$ cat config.mk
export PLATFORM = sky130hd
export DESIGN_NAME = gpio_irq_bank
export DESIGN_NICKNAME = d
export VERILOG_FILES = /design/src/rtl/gpio_bank_pkg.sv /design/src/rtl/gpio_plane_reg.sv /design/src/rtl/gpio_in_sync.sv /design/src/rtl/gpio_irq_detect.sv /design/src/rtl/gpio_irq_bank.sv
export SDC_FILE = /design/constraint.sdc
export NUM_CORES = 1
export LEC_CHECK = 0
export BUFFER_PORTS_ARGS = -buffer_cell sky130_fd_sc_hd__buf_2
export CELL_PAD_IN_SITES_DETAIL_PLACEMENT = 0
export CELL_PAD_IN_SITES_GLOBAL_PLACEMENT = 1
export CORE_MARGIN = 5
export CORE_UTILIZATION = 25
export CTS_CLUSTER_SIZE = 10
export DETAILED_ROUTE_END_ITERATION = 10
export PLACE_DENSITY_LB_ADDON = 0.3
export SLEW_MARGIN = 15
export SYNTH_ARGS = -nofsm -noshare
export SYNTH_HDL_FRONTEND = slang
export SYNTH_SLANG_ARGS = --single-unit
$ cat constraint.sdc
create_clock -name clk -period 5.79 [get_ports clk]
set_clock_uncertainty 0.05 [all_clocks]
set_input_delay 0.2895 -clock clk [delete_from_list [all_inputs] [get_ports clk]]
set_output_delay 0.2895 -clock clk [all_outputs]
set_load 0.01 [all_outputs]
$ cat src/rtl/gpio_bank_pkg.sv
package gpio_bank_pkg;
  // word indices (byte offset / 4) of the read-only and write-only slots
  localparam int W_DIN = 0;
  localparam int W_RAW = 7;
  localparam int W_MSK = 8;
  localparam int W_CLR = 9;

  // writable bit-planes, one bit per pin each
  localparam int NPLANE  = 11;
  localparam int PL_DOUT = 0;
  localparam int PL_OE   = 1;
  localparam int PL_LVL  = 2;
  localparam int PL_DUAL = 3;
  localparam int PL_POL  = 4;
  localparam int PL_MASK = 5;
  localparam int PL_PDIR = 6;
  localparam int PL_PEN  = 7;
  localparam int PL_DS0  = 8;
  localparam int PL_DS1  = 9;
  localparam int PL_DS2  = 10;

  localparam int PLANE_WORD [NPLANE] = '{1, 2, 3, 4, 5, 6, 13, 14, 22, 23, 24};

  localparam int DRV_BITS = 3;
endpackage

$ cat src/rtl/gpio_plane_reg.sv
module gpio_plane_reg #(
  parameter int W = 32
) (
  input  logic         clk,
  input  logic         rst,
  input  logic         we,
  input  logic [W-1:0] d,
  output logic [W-1:0] q
);
  always_ff @(posedge clk) begin
    if (rst)     q <= '0;
    else if (we) q <= d;
  end
endmodule

$ cat src/rtl/gpio_in_sync.sv
module gpio_in_sync #(
  parameter int W = 32
) (
  input  logic         clk,
  input  logic         rst,
  input  logic [W-1:0] pin,
  output logic [W-1:0] sync_q,
  output logic [W-1:0] prev_q
);
  logic [W-1:0] meta_q;

  always_ff @(posedge clk) begin
    if (rst) begin
      meta_q <= '0;
      sync_q <= '0;
      prev_q <= '0;
    end else begin
      meta_q <= pin;
      sync_q <= meta_q;
      prev_q <= sync_q;
    end
  end
endmodule

$ cat src/rtl/gpio_irq_detect.sv
module gpio_irq_detect #(
  parameter int W = 32
) (
  input  logic         clk,
  input  logic         rst,
  input  logic [W-1:0] sync_i,
  input  logic [W-1:0] prev_i,
  input  logic [W-1:0] level,
  input  logic [W-1:0] dual,
  input  logic [W-1:0] pol,
  input  logic [W-1:0] clr,
  output logic [W-1:0] evt,
  output logic [W-1:0] stat_q
);
  for (genvar i = 0; i < W; i++) begin : g_pin
    logic rise, fall, lvl_hit, edge_hit;
    assign rise     = sync_i[i] & ~prev_i[i];
    assign fall     = ~sync_i[i] & prev_i[i];
    assign lvl_hit  = ~(sync_i[i] ^ pol[i]);
    assign edge_hit = dual[i] ? (rise | fall) : (pol[i] ? rise : fall);
    assign evt[i]   = level[i] ? lvl_hit : edge_hit;
  end

  // a fresh event outranks a clear on the same bit
  always_ff @(posedge clk) begin
    if (rst) stat_q <= '0;
    else     stat_q <= (stat_q & ~clr) | evt;
  end
endmodule

$ cat src/rtl/gpio_irq_bank.sv
module gpio_irq_bank
  import gpio_bank_pkg::*;
#(
  parameter int PINS   = 32,
  parameter int ADDR_W = 8
) (
  input  logic                     clk,
  input  logic                     rst,
  input  logic                     bus_sel,
  input  logic                     bus_wr,
  input  logic [ADDR_W-1:0]        bus_addr,
  input  logic [PINS-1:0]          bus_wdata,
  output logic [PINS-1:0]          bus_rdata,
  input  logic [PINS-1:0]          pin_in,
  output logic [PINS-1:0]          pin_out,
  output logic [PINS-1:0]          pin_oe,
  output logic [PINS-1:0]          pad_pull_up,
  output logic [PINS-1:0]          pad_pull_dn,
  output logic [PINS*DRV_BITS-1:0] pad_drive,
  output logic                     irq
);
  localparam int WORD_W = ADDR_W - 2;

  logic [WORD_W-1:0] word;
  logic              aligned, wr_go, rd_go;
  logic [PINS-1:0]   plane_q [NPLANE];
  logic [PINS-1:0]   sync_q, prev_q, evt, stat_q, clr;
  logic [PINS-1:0]   lvl_q, dual_q, pol_q, mask_q;
  logic [PINS-1:0]   rd_val;

  assign word    = bus_addr[ADDR_W-1:2];
  assign aligned = (bus_addr[1:0] == 2'b00);
  assign wr_go   = bus_sel & bus_wr & aligned;
  assign rd_go   = bus_sel & ~bus_wr;

  for (genvar p = 0; p < NPLANE; p++) begin : g_plane
    logic hit;
    assign hit = wr_go && (int'(word) == PLANE_WORD[p]);
    gpio_plane_reg #(.W(PINS)) u_reg (
      .clk (clk),
      .rst (rst),
      .we  (hit),
      .d   (bus_wdata),
      .q   (plane_q[p])
    );
  end

  assign lvl_q  = plane_q[PL_LVL];
  assign dual_q = plane_q[PL_DUAL];
  assign pol_q  = plane_q[PL_POL];
  assign mask_q = plane_q[PL_MASK];

  gpio_in_sync #(.W(PINS)) u_sync (
    .clk    (clk),
    .rst    (rst),
    .pin    (pin_in),
    .sync_q (sync_q),
    .prev_q (prev_q)
  );

  assign clr = (wr_go && int'(word) == W_CLR) ? bus_wdata : '0;

  gpio_irq_detect #(.W(PINS)) u_det (
    .clk    (clk),
    .rst    (rst),
    .sync_i (sync_q),
    .prev_i (prev_q),
    .level  (lvl_q),
    .dual   (dual_q),
    .pol    (pol_q),
    .clr    (clr),
    .evt    (evt),
    .stat_q (stat_q)
  );

  always_comb begin
    rd_val = '0;
    if (aligned) begin
      if (int'(word) == W_DIN) rd_val = sync_q;
      if (int'(word) == W_RAW) rd_val = stat_q;
      if (int'(word) == W_MSK) rd_val = stat_q & mask_q;
      for (int p = 0; p < NPLANE; p++)
        if (int'(word) == PLANE_WORD[p]) rd_val = plane_q[p];
    end
  end

  always_ff @(posedge clk) begin
    if (rst) begin
      bus_rdata <= '0;
      irq       <= 1'b0;
    end else begin
      bus_rdata <= rd_go ? rd_val : '0;
      irq       <= |(stat_q & mask_q);
    end
  end

  assign pin_out     = plane_q[PL_DOUT];
  assign pin_oe      = plane_q[PL_OE];
  assign pad_pull_up = plane_q[PL_PEN] & plane_q[PL_PDIR];
  assign pad_pull_dn = plane_q[PL_PEN] & ~plane_q[PL_PDIR];

  for (genvar i = 0; i < PINS; i++) begin : g_drv
    assign pad_drive[DRV_BITS*i +: DRV_BITS] =
      {plane_q[PL_DS2][i], plane_q[PL_DS1][i], plane_q[PL_DS0][i]};
  end
endmodule

==> results.cfg, run 1 <==
[place]
finalWeightedCongestion = 0.915
io_buffers = 332
hpwlAfterDp_mm = 77.7
pre_cts_ws_ns = 1.80

[status]
outcome = complete, no violations

[routing]
antenna_left = 0
first_iter_violations = 2477
dr.pass1.iters = 7
topRoutingLayerUsed = met5
met1_length_mm = 50.3
wl_per_cell_um = 25.2
finalWirelength_mm = 110
routed_via_density = 5.12
routed-wl-met2_mm = 47.3
drc = 0
wl_met3_mm = 8.91
via_count = 22400

[finish]
drive_gt1_share_pct = 16.0
final_nets = 3300
areaGrowthSynthToFinish_pct = 23.0

[grt]
grt.overflow.total = 0
grt_pass1_wl_mm = 157
first_global_vias = 20800
antenna_found_initial = 6
gr-usage-all-layers_pct = 21.6
grt_max_degree = 148

[timing]
finalSetupViolations = 0
tightest_slew_ns = 1.17
finalSetupTns_ns = 0
drv_slew = 0
finalCriticalPeriod_ns = 3.56
post-route-period-util_pct = 61.4
max_freq_mhz = 281
finalWorstSetupSlack_ns = 2.23
rsz0062_at_grt = no
max-slew-margin-rel_pct = 19.9
hold_viol_final = 0

[floorplan]
core_area_um2 = 90000
die-height_um = 311
start_util_pct = 25.2
dieArea_um2 = 96800
ioPinCount = 333
die_w_um = 311
row_count = 110

[run]
cap_violations = 0

[clock_tree]
clock_latency_ns = 0.62
clkSinkCount = 513
postCtsSetupRepairBufs = 0
root_buffer = clkbuf_16
htreeDepth = 3
cts_tree = built
clockBufferDepth = 3
clkTransAtPathRegs_ns = 0.06
numCtsBuffers = 67

[worst_setup_path]
critPathMaxFanout = 31
crit_type = input port to flop
crit_arrival_ns = 3.95
required_ns = 6.18
end_kind = flop
critPathLaunchType = input port

[synthesis]
yosysSeqAreaShare_pct = 45.3
netlist.area_leader.share_pct = 45.3
synth-edff-count = 0
synthArstFlopShare_pct = 0
synth_fp_nets = 3027
synth.area.top_cells = dfxtp_1 45%, nand2_1 13%, a21oi_1 9.2%
syn_area_per_cell_um2 = 7.85
syn_area_um2 = 22700
netlist_instances = 2887
ys_types = 63
synth_flop_cell = dfxtp_1
yosys_register_bits = 513
yosys.area.top_type = dfxtp_1
yosysWarnings = 0

[power]
ir_drop_mv = 0.182
powerDensity_nw_per_um2 = 287
p_leak_nw = 10.2

[min_path]
hp-class = input port to flop
-- flip-flops by register name, indices dropped and copies added, names as in the netlist --
name and cells:
u_det.stat_q 32, g_plane.u_reg.q 352, u_sync.sync_q 32, u_sync.prev_q 32
u_sync.meta_q 32, irq 1, bus_rdata 32
-- worst paths after layout --
check	startpoint	endpoint	slack (ns)	cells past startpoint
min reg2reg	u_sync.meta_q[10]	u_sync.sync_q[10]	0.38	1
max	bus_addr[2]	bus_rdata[20]	2.23	7
min	bus_wdata[30]	g_plane[3].u_reg.q[30]	0.04	3
max reg2reg	g_plane[5].u_reg.q[10]	bus_rdata[10]	3.20	6
-- through the flow --
stage | cells | hold WS, ns | utilization [%] | area (µm²) | total power [W]
after floorplan | 2887 | 0.364 | - | 22700 | 0.00387
after global placement | 4222 | 0.379 | 28.2 | 25400 | 0.00404
after detailed placement | 4222 | 0.378 | 28.2 | 25400 | 0.00404
after CTS | 4375 | 0.00948 | 31.0 | 27900 | 0.00812
after global routing | 4377 | 0.0364 | 31.0 | 27900 | 0.00829
final | 4377 | 0.0373 | 31.0 | 27900 | 0.00801
-- where the power goes --
part	switching (W)	internal [W]	total, W
Combinational	0.000270	0.000116	0.000385
Clock	0.00166	0.00236	0.00402
Sequential	0.0000402	0.00357	0.00361
Total	0.00197	0.00604	0.00801
-- synth_stat cells, types with 6 or more instances --
cell / count
xnor2_1: 32
dfxtp_1: 513
a21oi_1: 418
nor2b_1: 131
o2111ai_1: 7
a32o_1: 8
nand2_1: 794
and2_1: 34
nor2_1: 120
or3_1: 6
inv_1: 75
buf_2: 57
nand3_1: 27
a22oi_1: 45
o21ai_1: 11
nand4_1: 7
and3_1: 13
clkbuf_1: 157
o21ai_0: 43
a31oi_1: 7
o22ai_1: 40
o211ai_1: 8
ha_1: 64
a221oi_1: 51
a222oi_1: 24
o221ai_1: 17
nor3_1: 30
a211oi_1: 68
-- per-layer routing --
layer | GRT usage (%) | vias up
met3 | 4.50 | 184
met4 | 7.49 | 6
met1 | 31.0 | 10800
met2 | 32.4 | 1028
li1 | - | 10400
met5 | 0 | -
-- placed cells by master, fill, tap and decap left out, types with 51 or more instances in the layout --
master,netlist,final
a211oi_1,68,68
a21oi_1,418,417
a221oi_1,51,51
buf_2,57,331
clkbuf_16,0,69
dfxtp_1,513,513
ha_1,64,64
inv_1,75,75
nand2_1,794,791
nor2_1,120,108
nor2b_1,131,131
-- logic make-up after synthesis --
logic type                 Yosys count  share of synthesized area (%)
and+or+nand+nor                   1197                           23.1
adders and majority gates           64                           3.53
xor gates and xnor gates            32                           1.24
DFF                                513                           45.3
muxes                                5                          0.221
buffers and inverters              297                           5.30
AOI/OAI and AO/OA                  779                           21.3
-- layout make-up --
cell class / count / area, µm²
clock buffer: 96 / 1940
sequential: 513 / 10300
timing repair buffer: 426 / 2500
antenna: 2 / 5.00
tap: 1176 / 1470
fill: 9720 / 62100
multi-input combinational: 2077 / 11300
clock inverter: 12 / 119
inverter: 75 / 282
-- worst max-delay path: stages --
cell       delay (ns)
buf_2            0.51
or4b_1           0.73
nor3_4           0.64
buf_4            0.45
a2111oi_0        0.11
a2111oi_0        1.02
o21ai_1          0.18
-- what timing repair did --
action,in CTS,in global routing
hold endpoints to repair,47,0
resized for setup,0,0
hold buffers,45,0
Note: power is estimated with default switching activity, not from simulation.
==> inputs of run 2 (changes only) <==
==> constraint.sdc (replaced) <==
create_clock -name clk -period 3.25 [get_ports clk]
set_clock_uncertainty 0.05 [all_clocks]
set_input_delay 0.1625 -clock clk [delete_from_list [all_inputs] [get_ports clk]]
set_output_delay 0.1625 -clock clk [all_outputs]
set_load 0.01 [all_outputs]
==> run 2 against run 1 <==
Sequential share of layout area fell by 0.93 points. Die area did not move. Worst setup slack got worse by 1.4 ns. Flip-flop and latch count did not move. Sequential power rose by 78%. Largest cell class unchanged. Highest routed layer unchanged.
==> results.cfg, run 2 (synthesis gave the netlist of run 1 again) <==
[status]
outcome = complete, no violations

[clock_tree]
clkSinkCount = 513
root_buffer = clkbuf_16
htreeDepth = 3
cts_resized = 0
numCtsBuffers = 66
postCtsSetupRepairBufs = 0
clock_latency_ns = 0.61
clockBufferDepth = 3
cts-hold-fix-buffers = 79
clkTransAtPathRegs_ns = 0.05
cts_tree = built

[floorplan]
die-height_um = 311
start_util_pct = 25.2
die_w_um = 311
core_area_um2 = 90000
dieArea_um2 = 96800
row_count = 110
ioPinCount = 333

[worst_setup_path]
crit_arrival_ns = 2.85
crit_chain = buf_2 -> nor4b_2 -> nand2_1 -> buf_4 -> o22ai_1 -> o21bai_1 -> o21ai_0 -> a21oi_1
end_kind = flop
crit_type = input port to flop
critPathMaxFanout = 18
required_ns = 3.69
cp_slowest_cell = nor4b_2
critPathLaunchType = input port
cpPeakStageDelay_ns = 0.55

[routing]
drc = 0
dr.pass1.iters = 7
routed_via_density = 5.11
via_count = 22700
first_iter_violations = 2464
finalWirelength_mm = 111
wl_per_cell_um = 24.9
antenna_left = 0

[finish]
fill_cells = 9624
final_cell_area_um2 = 28600
final_cell_mix = 794 x nand2_1, 513 x dfxtp_1, 418 x a21oi_1, 331 x buf_2, 131 x nor2b_1
final_nets = 3376
largest_reg_flops = 352
multi_input_area_um2 = 11300
drive_gt1_share_pct = 16.8
top_register = g_plane.u_reg.q
final_common_cell = nand2_1
areaGrowthSynthToFinish_pct = 26.2
regArea_um2 = 10300
antenna_cells = 0

[timing]
max_freq_mhz = 415
drv_slew = 0
post-route-period-util_pct = 74.1
finalSetupTns_ns = 0
finalSetupViolations = 0
tightest_slew_ns = 1.25
rsz0062_at_grt = no
max-slew-margin-rel_pct = 16.5
hold_viol_final = 0
finalWorstSetupSlack_ns = 0.842
finalCriticalPeriod_ns = 2.41

[grt]
antenna_found_initial = 1
grt_max_degree = 203
grt.overflow.total = 0
gr-usage-all-layers_pct = 21.7
grt_pass1_wl_mm = 158
first_global_vias = 20800

[place]
finalWeightedCongestion = 0.914
pre_cts_ws_ns = 0.369
hpwlAfterDp_mm = 79.9
place_area_um2 = 25800
io_buffers = 332

[power]
ir_drop_mv = 0.368
p_leak_nw = 10.6
powerDensity_nw_per_um2 = 500

[min_path]
hp-class = input port to flop

[run]
cap_violations = 0
run 2: final cells by class:
cell class                      count  area share (%)
Inverter                           75           0.984
Multi-Input combinational cell   2077            39.4
Tap cell                         1176            5.14
Clock buffer                       89            6.64
Timing Repair Buffer              503            11.4
Clock inverter                     11           0.529
Sequential cell                   513            35.9
run 2: worst paths after layout:
path | from | endpoint | slack [ns] | cells after the start
worst min register to register | u_sync.meta_q[24] | u_sync.sync_q[24] | 0.38 | 1
worst max register to register | g_plane[5].u_reg.q[10] | bus_rdata[10] | 1.11 | 6
worst max-delay path | bus_addr[2] | bus_rdata[16] | 0.84 | 8
worst min-delay path | bus_wr | bus_rdata[30] | 0.15 | 5
run 2: metrics by stage:
stage | total power, W | cells | utilization (%) | hold slack (ns)
finish | 0.0143 | 4444 | 31.8 | 0.148
detailed placement | 0.00721 | 4265 | 28.6 | 0.324
floorplan | 0.00690 | 2887 | - | 0.241
global placement | 0.00721 | 4265 | 28.6 | 0.328
CTS | 0.0145 | 4444 | 31.8 | 0.109
global route | 0.0148 | 4444 | 31.8 | 0.170
run 2: power breakdown:
part | internal, W | switching [W]
logic | 0.000244 | 0.000483
clock network | 0.00423 | 0.00294
registers | 0.00636 | 0.0000740
run 2: routing by layer:
metal / share of wire [%] / global-route usage, % / up-vias
met1: 46 / 31.4 / 10900
met2: 43 / 32.7 / 994
li1: - / - / 10600
met4: 2.8 / 6.52 / 2
met3: 8.2 / 4.28 / 162
met5: 0.0072 / 0 / -
run 2: critical path, delay by kind of cell:
kind | cells | cell delay, ns
buf+inv | 2 | 0.71
simple gates | 2 | 1.06
compound gates | 4 | 0.90
